**src/rtl/cfg_source_select_pkg.sv**
```systemverilog
package cfg_source_select_pkg;

  typedef enum logic [1:0] {
    MODE_PINS  = 2'b00,
    MODE_REG0  = 2'b01,
    MODE_REG1  = 2'b10,
    MODE_EXT   = 2'b11
  } ovr_mode_e;

  typedef enum logic [1:0] {
    SRC_REG0 = 2'd0,
    SRC_REG1 = 2'd1,
    SRC_EXT  = 2'd2
  } word_src_e;

endpackage

```
**src/rtl/cfg_rst_sync.sv**
```systemverilog
module cfg_rst_sync #(
  parameter int STAGES = 2
) (
  input  logic clk,
  input  logic rst_n,
  output logic rst_n_sync
);

  logic [STAGES-1:0] chain_q;
  logic [STAGES-1:0] chain_d;

  always_comb begin
    chain_d = {chain_q[STAGES-2:0], 1'b1};
  end

  always_ff @(posedge clk or negedge rst_n) begin
    if (!rst_n) chain_q <= '0;
    else        chain_q <= chain_d;
  end

  assign rst_n_sync = chain_q[STAGES-1];

endmodule

```
**src/rtl/cfg_src_decode.sv**
```systemverilog
module cfg_src_decode
  import cfg_source_select_pkg::*;
(
  input  ovr_mode_e mode,
  input  logic      sel0,
  input  logic      sel1,
  output word_src_e word_src,
  output logic      aux_pick_reg1,
  output logic      aux_pass
);

  always_comb begin
    word_src      = SRC_EXT;
    aux_pick_reg1 = ~sel1;
    aux_pass      = 1'b0;
    unique case (mode)
      MODE_PINS: begin
        aux_pass = ~sel0;
        if (sel0)      word_src = SRC_EXT;
        else if (sel1) word_src = SRC_REG0;
        else           word_src = SRC_REG1;
      end
      MODE_REG0: begin
        word_src      = SRC_REG0;
        aux_pick_reg1 = 1'b0;
        aux_pass      = 1'b1;
      end
      MODE_REG1: begin
        word_src      = SRC_REG1;
        aux_pick_reg1 = 1'b1;
        aux_pass      = 1'b1;
      end
      default: begin
        word_src = SRC_EXT;
        aux_pass = 1'b0;
      end
    endcase
  end

endmodule

```
**src/rtl/cfg_word_mux.sv**
```systemverilog
module cfg_word_mux
  import cfg_source_select_pkg::*;
#(
  parameter int CFG_W = 5
) (
  input  word_src_e        word_src,
  input  logic [CFG_W-1:0] reg0_word,
  input  logic [CFG_W-1:0] reg1_word,
  input  logic [CFG_W-1:0] ext_word,
  output logic [CFG_W-1:0] word_out
);

  for (genvar b = 0; b < CFG_W; b++) begin : g_bit
    always_comb begin
      unique case (word_src)
        SRC_REG0: word_out[b] = reg0_word[b];
        SRC_REG1: word_out[b] = reg1_word[b];
        default:  word_out[b] = ext_word[b];
      endcase
    end
  end

endmodule

```
**src/rtl/cfg_aux_hold.sv**
```systemverilog
module cfg_aux_hold (
  input  logic clk,
  input  logic rst_n,
  input  logic pass,
  input  logic aux_d,
  output logic aux_q_out
);

  logic held_q;
  logic held_d;
  logic held_en;

  always_comb begin
    held_en = pass;
    held_d  = aux_d;
  end

  always_ff @(posedge clk or negedge rst_n) begin
    if (!rst_n)       held_q <= 1'b0;
    else if (held_en) held_q <= held_d;
  end

  assign aux_q_out = pass ? aux_d : held_q;

endmodule

```
**src/rtl/cfg_source_select.sv**
```systemverilog
module cfg_source_select
  import cfg_source_select_pkg::*;
#(
  parameter int CFG_W = 5
) (
  input  logic             clk,
  input  logic             rst_n,
  input  logic [CFG_W:0]   reg0_val,
  input  logic [CFG_W:0]   reg1_val,
  input  logic [CFG_W-1:0] ext_in,
  input  logic             sel0,
  input  logic             sel1,
  input  logic [1:0]       ovr_mode,
  output logic [CFG_W-1:0] cfg_out,
  output logic             aux_out
);

  localparam int AUX_BIT = CFG_W;

  logic      rst_n_sync;
  ovr_mode_e mode;
  word_src_e word_src;
  logic      aux_pick_reg1;
  logic      aux_pass;
  logic      aux_d;

  assign mode  = ovr_mode_e'(ovr_mode);
  assign aux_d = aux_pick_reg1 ? reg1_val[AUX_BIT] : reg0_val[AUX_BIT];

  cfg_rst_sync #(.STAGES(2)) u_rst_sync (
    .clk        (clk),
    .rst_n      (rst_n),
    .rst_n_sync (rst_n_sync)
  );

  cfg_src_decode u_decode (
    .mode          (mode),
    .sel0          (sel0),
    .sel1          (sel1),
    .word_src      (word_src),
    .aux_pick_reg1 (aux_pick_reg1),
    .aux_pass      (aux_pass)
  );

  cfg_word_mux #(.CFG_W(CFG_W)) u_mux (
    .word_src  (word_src),
    .reg0_word (reg0_val[CFG_W-1:0]),
    .reg1_word (reg1_val[CFG_W-1:0]),
    .ext_word  (ext_in),
    .word_out  (cfg_out)
  );

  cfg_aux_hold u_aux (
    .clk       (clk),
    .rst_n     (rst_n_sync),
    .pass      (aux_pass),
    .aux_d     (aux_d),
    .aux_q_out (aux_out)
  );

endmodule

```
**config.mk**
```make
export PLATFORM = sky130hd
export DESIGN_NAME = cfg_source_select
export DESIGN_NICKNAME = d
export VERILOG_FILES = /design/src/rtl/cfg_source_select_pkg.sv /design/src/rtl/cfg_rst_sync.sv /design/src/rtl/cfg_src_decode.sv /design/src/rtl/cfg_word_mux.sv /design/src/rtl/cfg_aux_hold.sv /design/src/rtl/cfg_source_select.sv
export SDC_FILE = /design/constraint.sdc
export NUM_CORES = 1
export LEC_CHECK = 0
export BUFFER_PORTS_ARGS = -buffer_cell sky130_fd_sc_hd__buf_2
export CORE_AREA = 2 2 39 41
export CTS_BUF_LIST = sky130_fd_sc_hd__clkbuf_8
export CTS_CLUSTER_DIAMETER = 100
export CTS_CLUSTER_SIZE = 12
export DETAILED_ROUTE_END_ITERATION = 8
export DIE_AREA = 0 0 41 43
export PLACE_DENSITY = 0.64
export SETUP_SLACK_MARGIN = 0.05
export SLEW_MARGIN = 20
export SYNTH_ARGS = -nofsm -noshare
export SYNTH_HDL_FRONTEND = slang
export SYNTH_SLANG_ARGS = --single-unit
```
**constraint.sdc**
```tcl
create_clock -name clk -period 1.55 [get_ports clk]
set_input_delay 0.0775 -clock clk [delete_from_list [all_inputs] [get_ports clk]]
set_output_delay 0.0775 -clock clk [all_outputs]
set_load 0.03 [all_outputs]
```
---- Word-level counts from Yosys, hierarchy flattened ----
Index checks and enable logic that the tools add are counted.
storage, ports and cells
  bits in registers ....................... 3
  bits of input ports ..................... 23
  logic and storage cells ................. 22
cells by class
  eq/ne operators ......................... 3
  mux-type cells .......................... 12
  bitwise logic cells ..................... 2
  reduce and logical (&&, ||, !) cells .... 3
operators by type and width
  operator                                                               count
  1-bit case mux with 2 select lines                                     7
  2-bit case mux with 3 select lines                                     1
  2-bit by 1-bit equality test with 1-bit output, second input constant  2
  2-bit logical NOT                                                      2
  1-bit 2-to-1 mux                                                       3
  2-bit equality test, second input constant                             1
  2-bit 2-to-1 mux                                                       1
  1-bit inverter                                                         2
  2-bit OR reduction                                                     1

---- Longest topological paths before layout ----
  word-level depth ........................ 5
  mapped depth ............................ 6
  gate-level depth less buffers ........... 6

---- Cells and area by module ----
From an unflattened synthesis, not the netlist that was laid out.
unflattened totals
  cell total of the unflattened synthesis .. 36
  area total of the unflattened synthesis .. 321.6 µm²
by module, submodules not included
  module             instances  cells each  area each (µm²)  sequential area each (µm²)
  cfg_word_mux       1          17          110.1            0.0
  cfg_src_decode     1          13          102.6            0.0
  cfg_rst_sync       1          3           53.8             50.0
  cfg_aux_hold       1          2           40.0             25.0
  cfg_source_select  1          1           15.0             0.0

---- Worst setup path after synthesis ----
Ideal clock, no wire load.
  path type ............................... input to register
  from .................................... in ovr_mode[0]
  to ...................................... reg u_aux.held_q
  arrival ................................. 1,455 ps
  data required time ...................... 1,343 ps
  slack ................................... -112 ps
  cell stages on the path ................. 6
  path buffers ............................ 0
  cells stage by stage .................... inv_1 > ha_1 > nor2_1 > a21oi_1 > mux2i_1 > o21ai_0
between the ends
  cells in the longest elaborated chain, start to end .. 4
  elaborated cells on any way between the ends .. 8
RTL lines
  what                                                                                          RTL line                                       source
  from (decl)                                                                                   cfg_source_select.sv:13                        input logic [1:0] ovr_mode,
  2-bit equality test / 2-bit by 1-bit equality test with 1-bit output (equally long branches)  cfg_src_decode.sv:16                           unique case (mode)
  1-bit case mux with 2 select lines / 2-bit OR reduction (equally long branches)               -
  1-bit 2-to-1 mux / 1-bit case mux with 2 select lines (equally long branches)                 cfg_source_select.sv:28, cfg_src_decode.sv:16
  1-bit 2-to-1 mux *                                                                            -
  via aux_out                                                                                   cfg_source_select.sv:15                        output logic aux_out
  to (signal assigned)                                                                          cfg_aux_hold.sv:20                             else if (held_en) held_q <= held_d;
  to (decl)                                                                                     cfg_aux_hold.sv:9                              logic held_q;
The timed path passes the listed nets; every way through them passes the cells marked *.

---- Final worst setup path ----
  from .................................... in ovr_mode[0]
  to ...................................... out cfg_out[1]
between the ends
  cells in the longest elaborated chain, start to end .. 4
  elaborated cells on any way between the ends .. 7
RTL lines
  what                                                                                        RTL line                 source
  2-bit equality test (tied with other cells)                                                 cfg_src_decode.sv:16
  2-bit case mux with 3 select lines *                                                        cfg_src_decode.sv:16
  2-bit by 1-bit equality test with 1-bit output / 2-bit logical NOT (equally long branches)  cfg_word_mux.sv:15       unique case (word_src)
  1-bit case mux with 2 select lines *                                                        cfg_word_mux.sv:15
  to (decl)                                                                                   cfg_source_select.sv:14  output logic [CFG_W-1:0] cfg_out,
Every way passes the cells marked *; elsewhere a longest branch is shown, timed or not.

==> key figures <==
Outcome
  • Status: completed

Placed design
  • Dpl cells: 81
  • Dpl ws: 0.03222 ns
  • Gpl congestion: 0.7098
  • Port buffer count: 28
  • DP Wirelength: 653.9 um

Detailed routing
  • Drt pass-1 iters: 2
  • DR vias: 375
  • Routed Antenna Nets: 0
  • Final wirelength: 838 um
  • Drt drc: 0
  • Vias per std cell: 4.310
  • DR iter-0 viols: 2
  • Wire per inst: 9.632 um

STA
  • Max-slew violation count: 0
  • Setup violators final: 0
  • F_max: 708.4 MHz
  • Final worst slack: 0.1384 ns
  • Min Hold Slack: 0.0004916 ns
  • Fin crit share: 0.9107
  • Setup TNS: 0 ns
  • Crit path time final: 1.412 ns
  • Setup Skew: 0.0007942 ns
  • Final Hold Violating Endpoints: 0
  • RSZ-0062 raised after global routing: false

Global route
  • Initial antenna violation count: 0
  • First-pass GRT wire length: 1276 um
  • Total Routing Usage GR: 0.1087
  • Vias in the first global route: 309
  • GR Overflow Total: 0
  • Largest net degree at the start of global routing: 6

Final layout
  • Register Area: 75.07 um2
  • Fin nets: 98
  • Most common cell after layout, fill and taps aside: buf_2
  • Fillers: 142
  • Non-filler cells, final: 87
  • P&R area growth vs syn: 85.66%
  • Share of layout cells above drive strength 1: 0.5634
  • Final Util: 0.4213
  • Most frequent cells in the layout: 25 x buf_2, 7 x buf_4, 5 x nor2b_1, 5 x a221o_1
  • ANT cells: 0
  • Multi-input logic area: 244.0 um2

Yosys
  • Post-synth top area share: 0.2390
  • Seq cells post-synth: 3
  • Yosys warnings: 0
  • Post-Synthesis Cells: 34
  • Library cells used by synthesis: 16
  • Synth top area cells: dfrtp_1 24%, a221o_1 16%, ha_1 12%
  • Mean Syn Cell Area: 9.237 um2
  • Mapped Area: 314.1 um2
  • Synth area leader: dfrtp_1
  • Seq/Total Area, Yosys: 0.2390
  • Syn nets: 60

Critical path
  • CP Data Arrival Time: 1.33 ns
  • Critical path class: input pin to primary output
  • Worst setup EP type: primary output
  • R2r setup slk: 0.94 ns
  • Maximum net fanout on the critical path: 5
  • CP required: 1.47 ns
  • Crit start category: input pin

Job
  • MaxCap Viol Count: 0

Clock tree
  • CTS tree: yes
  • Clock-pin slew on the worst setup and hold paths: 0.03 ns
  • TritonCTS Sinks: 3
  • Skew-Pair Late Insertion Delay: 0.21 ns
  • Clk Tree Root Cell: clkbuf_8
  • TritonCTS Buffers: 3
  • CTS max path bufs: 2
  • Htree depth: 1

Die
  • Number of top-level pins: 29
  • Chip Height: 43 um
  • Die X: 41 um
  • Site Rows: 14
  • Core area: 1384 um2
  • Die ar.: 1763 um2
  • Initial Utilization: 0.2269

Power and ir drop
  • Leakage power: 0.3080 nW
  • Power Dens Cells: 872.9 nW/um2
  • Max rail drop VDD: 0.4677 mV

Hold path
  • Worst min-delay path class: flip-flop to async pin
==> layer usage <==
layer  track usage  wire, um  share of wire
met1        0.1359       321           0.38
met2        0.1500       455           0.54
met3       0.01571        36          0.043
met4        0.1000        25          0.030
met5             0         0              0
==> cells in the mapped netlist <==
master / n
o22ai_1: 1
nand2_1: 1
dfrtp_1: 3
ha_1: 3
nor2_1: 1
and4bb_1: 1
mux2i_1: 2
a21oi_1: 3
nor2b_1: 5
o21ai_0: 1
o21bai_1: 2
a221o_1: 5
inv_1: 3
a21oi_4: 1
and2b_1: 1
conb_1: 1
==> cell type report <==
cell class,count,share of cell area
Multi-Input combinational cell,28,0.4185
Timing Repair Buffer,33,0.3219
Sequential cell,3,0.1288
Clock buffer,3,0.07082
Tap cell,16,0.03433
Inverter,3,0.01931
Clock inverter,1,0.006438
==> registers in the layout, summed over array words and instances (netlist names) <==
signal,flops
u_aux.held_q,1
u_rst_sync.chain_q,2
==> kinds of logic after synthesis <==
logic type,synth area share
compound gates,0.3426
simple gates,0.1872
mux,0.06375
buf+inv,0.03585
fa+ha+maj,0.1195
flops,0.2390
other cells,0.01194
==> final timing paths <==
check / from / end / cells after the start
worst min register to register: u_rst_sync.chain_q[1] / u_aux.held_q / 0
min in group clk: reg1_val[5] / u_aux.held_q / 3
worst max register to register: u_aux.held_q / u_aux.held_q / 2
max in group asynchronous: rst_n / u_rst_sync.chain_q[0] / 2
worst max-delay path: ovr_mode[0] / cfg_out[1] / 8
worst min-delay path: u_rst_sync.chain_q[1] / u_aux.held_q / 0
==> through the flow <==
| step | power (W) | area, um2 |
|---|---|---|
| finish | 0.0005090 | 583.1 |
| detailed placement | 0.0002726 | 496.7 |
| global placement | 0.0002724 | 496.7 |
| global route | 0.0005410 | 583.1 |
| CTS | 0.0005075 | 566.8 |
| floorplan | 0.0002058 | 314.1 |
==> power breakdown <==
group	leakage (nW)	total, W	switching (W)	internal (W)
clock network	0.0269	0.000219	0.0000500	0.000168
logic	0.246	0.000202	0.000110	0.0000919
registers	0.0355	0.0000885	0.00000186	0.0000866
==> critical path, stage by stage <==
cell	delay, ns
buf_2	0.11
inv_2	0.08
ha_4	0.21
and4bb_1	0.21
a21oi_4	0.16
nor2b_1	0.07
a221o_1	0.25
buf_4	0.17
==> what timing repair did <==
action                     in CTS  in global routing
hold endpoints to repair        2                  0
pin swaps                       0                  2
hold buffers                    1                  0
resized for setup               2                  7
setup endpoints to repair       5                  6
buffers inserted                0                  1
Note: power is estimated with default switching activity, not from simulation.
